<file path="src/rtl/trap_pkg.sv">
package trap_pkg;

   typedef enum logic [2:0] {
      EX_RESET = 3'd0,
      EX_UNDEF = 3'd1,
      EX_SWI   = 3'd2,
      EX_PABT  = 3'd3,
      EX_DABT  = 3'd4,
      EX_RSVD  = 3'd5,
      EX_IRQ   = 3'd6,
      EX_FIQ   = 3'd7
   } exc_code_e;

   localparam int NUM_SRC = 7;
   localparam int MODE_W  = 5;

   // Source index in priority order (0 = highest) to exception code.
   function automatic exc_code_e prio_code(input int idx);
      case (idx)
         0:       return EX_RESET;
         1:       return EX_DABT;
         2:       return EX_FIQ;
         3:       return EX_IRQ;
         4:       return EX_PABT;
         5:       return EX_UNDEF;
         default: return EX_SWI;
      endcase
   endfunction

   function automatic logic [MODE_W-1:0] mode_of(input exc_code_e c);
      case (c)
         EX_RESET, EX_SWI: return 5'h13;
         EX_UNDEF:         return 5'h1B;
         EX_PABT, EX_DABT: return 5'h17;
         EX_IRQ:           return 5'h12;
         EX_FIQ:           return 5'h11;
         default:          return 5'h13;
      endcase
   endfunction

   function automatic logic sets_fmask(input exc_code_e c);
      return (c == EX_RESET) || (c == EX_FIQ);
   endfunction

endpackage

</file>
<file path="src/rtl/trap_arbiter.sv">
module trap_arbiter
   import trap_pkg::*;
#(
   parameter int STAT_W = 32,
   parameter int I_BIT  = 7,
   parameter int F_BIT  = 6
) (
   input  logic [NUM_SRC-1:0] src_req,
   input  logic [STAT_W-1:0]  cur_status,
   output logic [NUM_SRC-1:0] grant_oh,
   output logic               grant_vld,
   output exc_code_e          grant_code
);

   logic [NUM_SRC-1:0] eligible;
   logic [NUM_SRC:0]   higher_seen;

   assign higher_seen[0] = 1'b0;

   for (genvar g = 0; g < NUM_SRC; g++) begin : g_src
      if (prio_code(g) == EX_IRQ) begin : g_imask
         assign eligible[g] = src_req[g] & ~cur_status[I_BIT];
      end else if (prio_code(g) == EX_FIQ) begin : g_fmask
         assign eligible[g] = src_req[g] & ~cur_status[F_BIT];
      end else begin : g_plain
         assign eligible[g] = src_req[g];
      end
      assign grant_oh[g]      = eligible[g] & ~higher_seen[g];
      assign higher_seen[g+1] = higher_seen[g] | eligible[g];
   end

   assign grant_vld = higher_seen[NUM_SRC];

   always_comb begin
      grant_code = EX_RESET;
      for (int k = NUM_SRC - 1; k >= 0; k--) begin
         if (grant_oh[k]) grant_code = prio_code(k);
      end
   end

endmodule

</file>
<file path="src/rtl/trap_entry_calc.sv">
module trap_entry_calc
   import trap_pkg::*;
#(
   parameter int ADDR_W   = 32,
   parameter int STAT_W   = 32,
   parameter int I_BIT    = 7,
   parameter int F_BIT    = 6,
   parameter bit HIGH_VEC = 1'b0
) (
   input  exc_code_e          code,
   input  logic [STAT_W-1:0]  cur_status,
   output logic [ADDR_W-1:0]  vector,
   output logic [STAT_W-1:0]  new_status
);

   localparam int LOW_W = 16;
   logic [ADDR_W-1:0] base;

   if (HIGH_VEC) begin : g_high
      assign base = {{(ADDR_W-LOW_W){1'b1}}, {LOW_W{1'b0}}};
   end else begin : g_low
      assign base = '0;
   end

   assign vector = base | {{(ADDR_W-5){1'b0}}, code, 2'b00};

   always_comb begin
      new_status               = cur_status;
      new_status[MODE_W-1:0]   = mode_of(code);
      new_status[I_BIT]        = 1'b1;
      if (sets_fmask(code)) new_status[F_BIT] = 1'b1;
   end

endmodule

</file>
<file path="src/rtl/trap_return_calc.sv">
module trap_return_calc
   import trap_pkg::*;
#(
   parameter int ADDR_W = 32
) (
   input  logic [2:0]        ret_kind,
   input  logic [ADDR_W-1:0] link_in,
   output logic              ret_ok,
   output logic [ADDR_W-1:0] ret_pc
);

   logic [3:0] offset;

   always_comb begin
      ret_ok = 1'b1;
      offset = 4'd0;
      case (exc_code_e'(ret_kind))
         EX_IRQ, EX_FIQ, EX_PABT: offset = 4'd4;
         EX_DABT:                 offset = 4'd8;
         EX_UNDEF, EX_SWI:        offset = 4'd0;
         default:                 ret_ok = 1'b0;
      endcase
   end

   assign ret_pc = link_in - {{(ADDR_W-4){1'b0}}, offset};

endmodule

</file>
<file path="src/rtl/trap_sequencer.sv">
module trap_sequencer
   import trap_pkg::*;
#(
   parameter int ADDR_W   = 32,
   parameter int STAT_W   = 32,
   parameter int I_BIT    = 7,
   parameter int F_BIT    = 6,
   parameter bit HIGH_VEC = 1'b0
) (
   input  logic              clk,
   input  logic              rst_n,
   input  logic              rst_req,
   input  logic              undef_req,
   input  logic              swi_req,
   input  logic              pabort_req,
   input  logic              dabort_req,
   input  logic              irq_req,
   input  logic              fiq_req,
   input  logic [STAT_W-1:0] cur_status,
   input  logic [ADDR_W-1:0] next_addr,
   input  logic              ret_req,
   input  logic [2:0]        ret_kind,
   input  logic [STAT_W-1:0] saved_status,
   input  logic [ADDR_W-1:0] link_in,
   output logic              lr_we,
   output logic [ADDR_W-1:0] lr_data,
   output logic              spsr_we,
   output logic [STAT_W-1:0] spsr_data,
   output logic              cpsr_we,
   output logic [STAT_W-1:0] cpsr_data,
   output logic              pc_we,
   output logic [ADDR_W-1:0] pc_data,
   output logic              entry_o,
   output logic              return_o,
   output logic [2:0]        code_o
);

   if (ADDR_W < 17 || ADDR_W > 64) begin : g_bad_addr
      $error("trap_sequencer: ADDR_W out of range");
   end
   if (STAT_W < 8 || I_BIT >= STAT_W || F_BIT >= STAT_W) begin : g_bad_stat
      $error("trap_sequencer: status layout out of range");
   end
   if (I_BIT == F_BIT || I_BIT < MODE_W || F_BIT < MODE_W) begin : g_bad_bits
      $error("trap_sequencer: mask bits overlap mode field or each other");
   end

   logic [NUM_SRC-1:0] src_req;
   logic [NUM_SRC-1:0] grant_oh;
   logic               grant_vld;
   exc_code_e          grant_code;
   logic [ADDR_W-1:0]  vector;
   logic [STAT_W-1:0]  new_status;
   logic               ret_ok;
   logic [ADDR_W-1:0]  ret_pc;

   // priority order: reset, dabort, fiq, irq, pabort, undef, swi
   assign src_req = {swi_req, undef_req, pabort_req, irq_req,
                     fiq_req, dabort_req, rst_req};

   trap_arbiter #(.STAT_W(STAT_W), .I_BIT(I_BIT), .F_BIT(F_BIT)) u_arb (
      .src_req    (src_req),
      .cur_status (cur_status),
      .grant_oh   (grant_oh),
      .grant_vld  (grant_vld),
      .grant_code (grant_code)
   );

   trap_entry_calc #(
      .ADDR_W(ADDR_W), .STAT_W(STAT_W), .I_BIT(I_BIT), .F_BIT(F_BIT),
      .HIGH_VEC(HIGH_VEC)
   ) u_entry (
      .code       (grant_code),
      .cur_status (cur_status),
      .vector     (vector),
      .new_status (new_status)
   );

   trap_return_calc #(.ADDR_W(ADDR_W)) u_ret (
      .ret_kind (ret_kind),
      .link_in  (link_in),
      .ret_ok   (ret_ok),
      .ret_pc   (ret_pc)
   );

   always_ff @(posedge clk or negedge rst_n) begin
      if (!rst_n) begin
         lr_we     <= 1'b0;
         lr_data   <= '0;
         spsr_we   <= 1'b0;
         spsr_data <= '0;
         cpsr_we   <= 1'b0;
         cpsr_data <= '0;
         pc_we     <= 1'b0;
         pc_data   <= '0;
         entry_o   <= 1'b0;
         return_o  <= 1'b0;
         code_o    <= '0;
      end else begin
         lr_we    <= 1'b0;
         spsr_we  <= 1'b0;
         cpsr_we  <= 1'b0;
         pc_we    <= 1'b0;
         entry_o  <= 1'b0;
         return_o <= 1'b0;
         if (grant_vld) begin
            entry_o   <= 1'b1;
            code_o    <= grant_code;
            pc_we     <= 1'b1;
            pc_data   <= vector;
            cpsr_we   <= 1'b1;
            cpsr_data <= new_status;
            lr_we     <= (grant_code != EX_RESET);
            lr_data   <= next_addr;
            spsr_we   <= (grant_code != EX_RESET);
            spsr_data <= cur_status;
         end else if (ret_req && ret_ok) begin
            return_o  <= 1'b1;
            code_o    <= ret_kind;
            cpsr_we   <= 1'b1;
            cpsr_data <= saved_status;
            pc_we     <= 1'b1;
            pc_data   <= ret_pc;
         end
      end
   end

   // the arbiter never grants two sources at once
   p_single_grant_r2: assert property (@(posedge clk) disable iff (!rst_n)
      $onehot0(grant_oh));

   // an interrupt entry only follows a cycle with I clear
   p_irq_mask_r3: assert property (@(posedge clk) disable iff (!rst_n)
      (entry_o && code_o == EX_IRQ) |-> !$past(cur_status[I_BIT]));

   // a fast interrupt entry only follows a cycle with F clear
   p_fiq_mask_r3: assert property (@(posedge clk) disable iff (!rst_n)
      (entry_o && code_o == EX_FIQ) |-> !$past(cur_status[F_BIT]));

   // reset entry writes neither link nor saved status
   p_reset_nolink_r5: assert property (@(posedge clk) disable iff (!rst_n)
      (entry_o && code_o == EX_RESET) |-> (!lr_we && !spsr_we));

   // every entry masks the interrupt line
   p_entry_imask_r7: assert property (@(posedge clk) disable iff (!rst_n)
      entry_o |-> (cpsr_we && cpsr_data[I_BIT]));

   // entry and return never share a cycle
   p_excl_seq_r9: assert property (@(posedge clk) disable iff (!rst_n)
      !(entry_o && return_o));

   // a return always loads both status and program counter
   p_ret_pair_r8: assert property (@(posedge clk) disable iff (!rst_n)
      return_o |-> (cpsr_we && pc_we && !lr_we && !spsr_we));

endmodule

</file>
<file path="config.mk">
export PLATFORM = sky130hd
export DESIGN_NAME = trap_sequencer
export DESIGN_NICKNAME = d
export VERILOG_FILES = /design/src/rtl/trap_pkg.sv /design/src/rtl/trap_arbiter.sv /design/src/rtl/trap_entry_calc.sv /design/src/rtl/trap_return_calc.sv /design/src/rtl/trap_sequencer.sv
export SDC_FILE = /design/constraint.sdc
export NUM_CORES = 1
export LEC_CHECK = 0
export BUFFER_PORTS_ARGS = -buffer_cell sky130_fd_sc_hd__buf_2
export CORE_UTILIZATION = 40
export DETAILED_ROUTE_END_ITERATION = 10
export HOLD_SLACK_MARGIN = 0.12
export PLACE_DENSITY = 0.73
export SKIP_LAST_GASP = 1
export SYNTH_ARGS = -nofsm -noshare
export SYNTH_HDL_FRONTEND = slang
export SYNTH_SLANG_ARGS = --single-unit
</file>
<file path="constraint.sdc">
create_clock -name clk -period 2.2 [get_ports clk]
set_clock_uncertainty 0.15 [all_clocks]
set_input_delay 0.22 -clock clk [delete_from_list [all_inputs] [get_ports clk]]
set_output_delay 0.22 -clock clk [all_outputs]
set_load 0.05 [all_outputs]
</file>
==> flow_metrics.env <==
export IMPL_status="finished with violations"
export IMPL_failed_checks="setup timing"
export IMPL_rows=43
export IMPL_p_leak_nw=4.85
export IMPL_drtIter0Drc=354
export IMPL_clockBufferDepth=2
export IMPL_cpLargestDelayFamily="simple AND/OR/NAND/NOR gates"
export IMPL_critical_path_max_stage_delay_ns=0.53
export IMPL_final_cell_mix="buf_2, nand2_1, dlygate4sd3_1, dfrtp_1, nor2_1"
export IMPL_min_period_ns=2.25
export IMPL_critPathMaxFanout=5
export IMPL_start_util_pct=41.5
export IMPL_min_path_type="in -> async"
export IMPL_synth_edf_count=0
export IMPL_coreArea_um2=14000
export IMPL_period_share_pct=102
export IMPL_overflow=0
export IMPL_yosys_area_top_type="dfrtp_1"
export IMPL_ys_warn_count=0
export IMPL_cts_buffers=17
export IMPL_yosysUniqueCellTypes=53
export IMPL_drv_slew=0
export IMPL_synth_yosys_seq_area_share_pct=57.9
export IMPL_hold_viol_final=0
export IMPL_grt_use_met2_pct=46.8
export IMPL_tns_ns=-0.0456
export IMPL_vias=6325
export IMPL_final_layout_size_suffix_gt1_share_pct=33.6
export IMPL_crit_chain="dlygate4sd3_1 -> buf_2 -> or4_4 -> or3_4 -> buf_4 -> nor4_2 -> xnor2_1 -> o21ai_0"
export IMPL_antenna_cells=0
export IMPL_grt_pass1_wl_um=30700
export IMPL_cts_clk_slew_worst_paths_ns=0.06
export IMPL_synthTopCellsByArea="dfrtp_1, nand2_1, xnor2_1, a31oi_1, nor2_1"
export IMPL_avgSynthCellArea_um2=9.26
export IMPL_r2r_end="cpsr_data[3]$_DFFE_PN0P_"
export IMPL_avgViaCountPerCell=5.05
export IMPL_use_met1_pct=30.2
export IMPL_postCtsSetupBuffers=0
export IMPL_cts_tree="built"
export IMPL_r2r_cells=4
export IMPL_critPathRequiredTime_ns=2.33
export IMPL_worstSetupStartpointType="primary input"
export IMPL_clk_latency_ns=0.41
export IMPL_slew_limit_headroom_pct=68.1
export IMPL_cellPowerDensity_nw_per_um2=716
export IMPL_worstSetupPathType="in -> reg"
export IMPL_clockRootBuffer="clkbuf_16"
export IMPL_route_detailed_drc=0
export IMPL_drt_wl_total_um=20300
export IMPL_syn_inst=630
export IMPL_clock_fmax_mhz=445
export IMPL_die_area_um2=15100
export IMPL_place_congestion=0.844
export IMPL_grt_pass1_vias=6249
export IMPL_htree_num_levels=4
export IMPL_cp_arrival_ns=2.37
export IMPL_synth_seq_cells=135
export IMPL_cap_violations=0
export IMPL_grt_busiest_layer="met2"
export IMPL_chipWidth_um=123
export IMPL_synthArstFlopShare_pct=100
export IMPL_areaGrowthSynthToFinish_pct=66.5
export IMPL_vdd_drop_max_mv=0.457
export IMPL_grtUsageMet3_pct=7.02
export IMPL_ioPinCount=278
export IMPL_firstDrtPassIters=5
export IMPL_dpl_cell_area_um2=7620
export IMPL_final_antenna_net_count=0
export IMPL_setup_violations=1
export IMPL_layout_commonest_cell="buf_2"
export IMPL_fin_ws_ns=-0.0456
export IMPL_antenna_found_initial=0
export IMPL_synth_main_ff_cell="dfrtp_1"
export IMPL_synth_cell_area_um2=5830
export IMPL_die_y_um=123
export IMPL_fin_area_um2=9710
export IMPL_portBuffers=277
export IMPL_reg2reg_slack_ns=0.61
export IMPL_reg2reg_from="cpsr_data[3]$_DFFE_PN0P_"
export IMPL_synth_top_area_share_pct=57.9
export IMPL_synth_nets=774
export IMPL_crit_path_end_kind="flip-flop"
export IMPL_crit_path_top_delay_cell="dlygate4sd3_1"
export IMPL_avgRoutedWirePerCell_um=16.2
export IMPL_nets=1205
export IMPL_worst_pin_slew_ns=0.474
export IMPL_crit_buf_inv=3
export IMPL_grt_usage_pct=26.8
export IMPL_cts_sinks=135
export IMPL_cp_startpoint="link_in[5]"
export IMPL_place_hpwl_um=12000
export IMPL_grt_max_degree=90
per-layer routing:
metal	share of wire, %	wire length [um]
met1	37	7590
met2	51	10300
met3	8.3	1680
met4	3.5	708
met5	0	0
metrics by stage:
stage          util, %  power [mW]  cells  hold WS, ns  worst slack, ns
6_report          69.2        6.95   1253        0.146          -0.0456
5_1_grt           69.2        7.22   1253        0.175          -0.0758
4_1_cts           68.7        6.97   1252        0.121           0.0176
3_5_place_dp      54.3        3.69   1082       0.0266           -0.235
3_3_place_gp      54.3        3.68   1082       0.0276           -0.206
2_1_floorplan        -        3.27    630       -0.226           -0.109
Yosys cell counts (all sizes together), types with 2 or more instances:
cell / number
a21oi: 2
a22o: 2
a22oi: 4
a31oi: 26
buf: 7
clkbuf: 27
dfrtp: 135
ha: 2
inv: 7
nand2: 251
nand2b: 3
nor2: 40
nor2b: 2
nor3: 11
nor4: 10
o21a: 2
o21ai: 35
o22a: 2
or3: 5
or4: 4
xnor2: 24
xor2: 5
how the worst max path moves through the flow:
stage          depth (start not counted)  slack, ns                 endpoint
2_1_floorplan                          9      -0.11  pc_data[12]$_DFFE_PN0P_
3_3_place_gp                          10      -0.21  pc_data[18]$_DFFE_PN0P_
3_5_place_dp                          10      -0.23  pc_data[18]$_DFFE_PN0P_
4_1_cts                                8       0.02  pc_data[18]$_DFFE_PN0P_
5_1_grt                                8      -0.08  pc_data[18]$_DFFE_PN0P_
6_report                               8      -0.05  pc_data[18]$_DFFE_PN0P_
power breakdown:
group	switching (mW)	internal [mW]	total [mW]	leakage (nW)
logic	0.768	0.446	1.21	2.90
clock network	1.09	1.99	3.08	0.310
registers	0.0627	2.60	2.66	1.64
repair_timing:
action | in CTS | in global routing
hold buffers | 139 | 0
hold endpoints to repair | 267 | 0
setup endpoints to repair | 0 | 19
resized for setup | 0 | 11
sequential cells by signal (all words and copies together), names as in the netlist:
| name | cells |
|---|---|
| pc_data | 32 |
| code_o | 3 |
| entry_o | 1 |
| cpsr_data | 32 |
| return_o | 1 |
| pc_we | 1 |
| spsr_data | 32 |
| spsr_we | 1 |
| lr_data | 32 |
area by class of cell:
cell class                 count  area, um^2
timing repair buffer         445        3090
tap                          180         225
fill                        1001        4330
clock inverter                10         168
clock buffer                  21         470
sequential                   135        3380
multi-input combinational    454        2350
inverter                       8        30.0
kinds of logic after synthesis:
| family | after synthesis | synth area share, % |
|---|---|---|
| AND/OR/NAND/NOR | 337 | 24.9 |
| multiplexers | 2 | 0.365 |
| flip-flops | 135 | 57.9 |
| XOR/XNOR | 29 | 4.35 |
| adder cells (fa/ha/maj) | 3 | 0.772 |
| buffers and inverters | 42 | 2.96 |
| AO/OA/AOI/OAI | 82 | 8.75 |
Power figures use the tool's default switching activity.
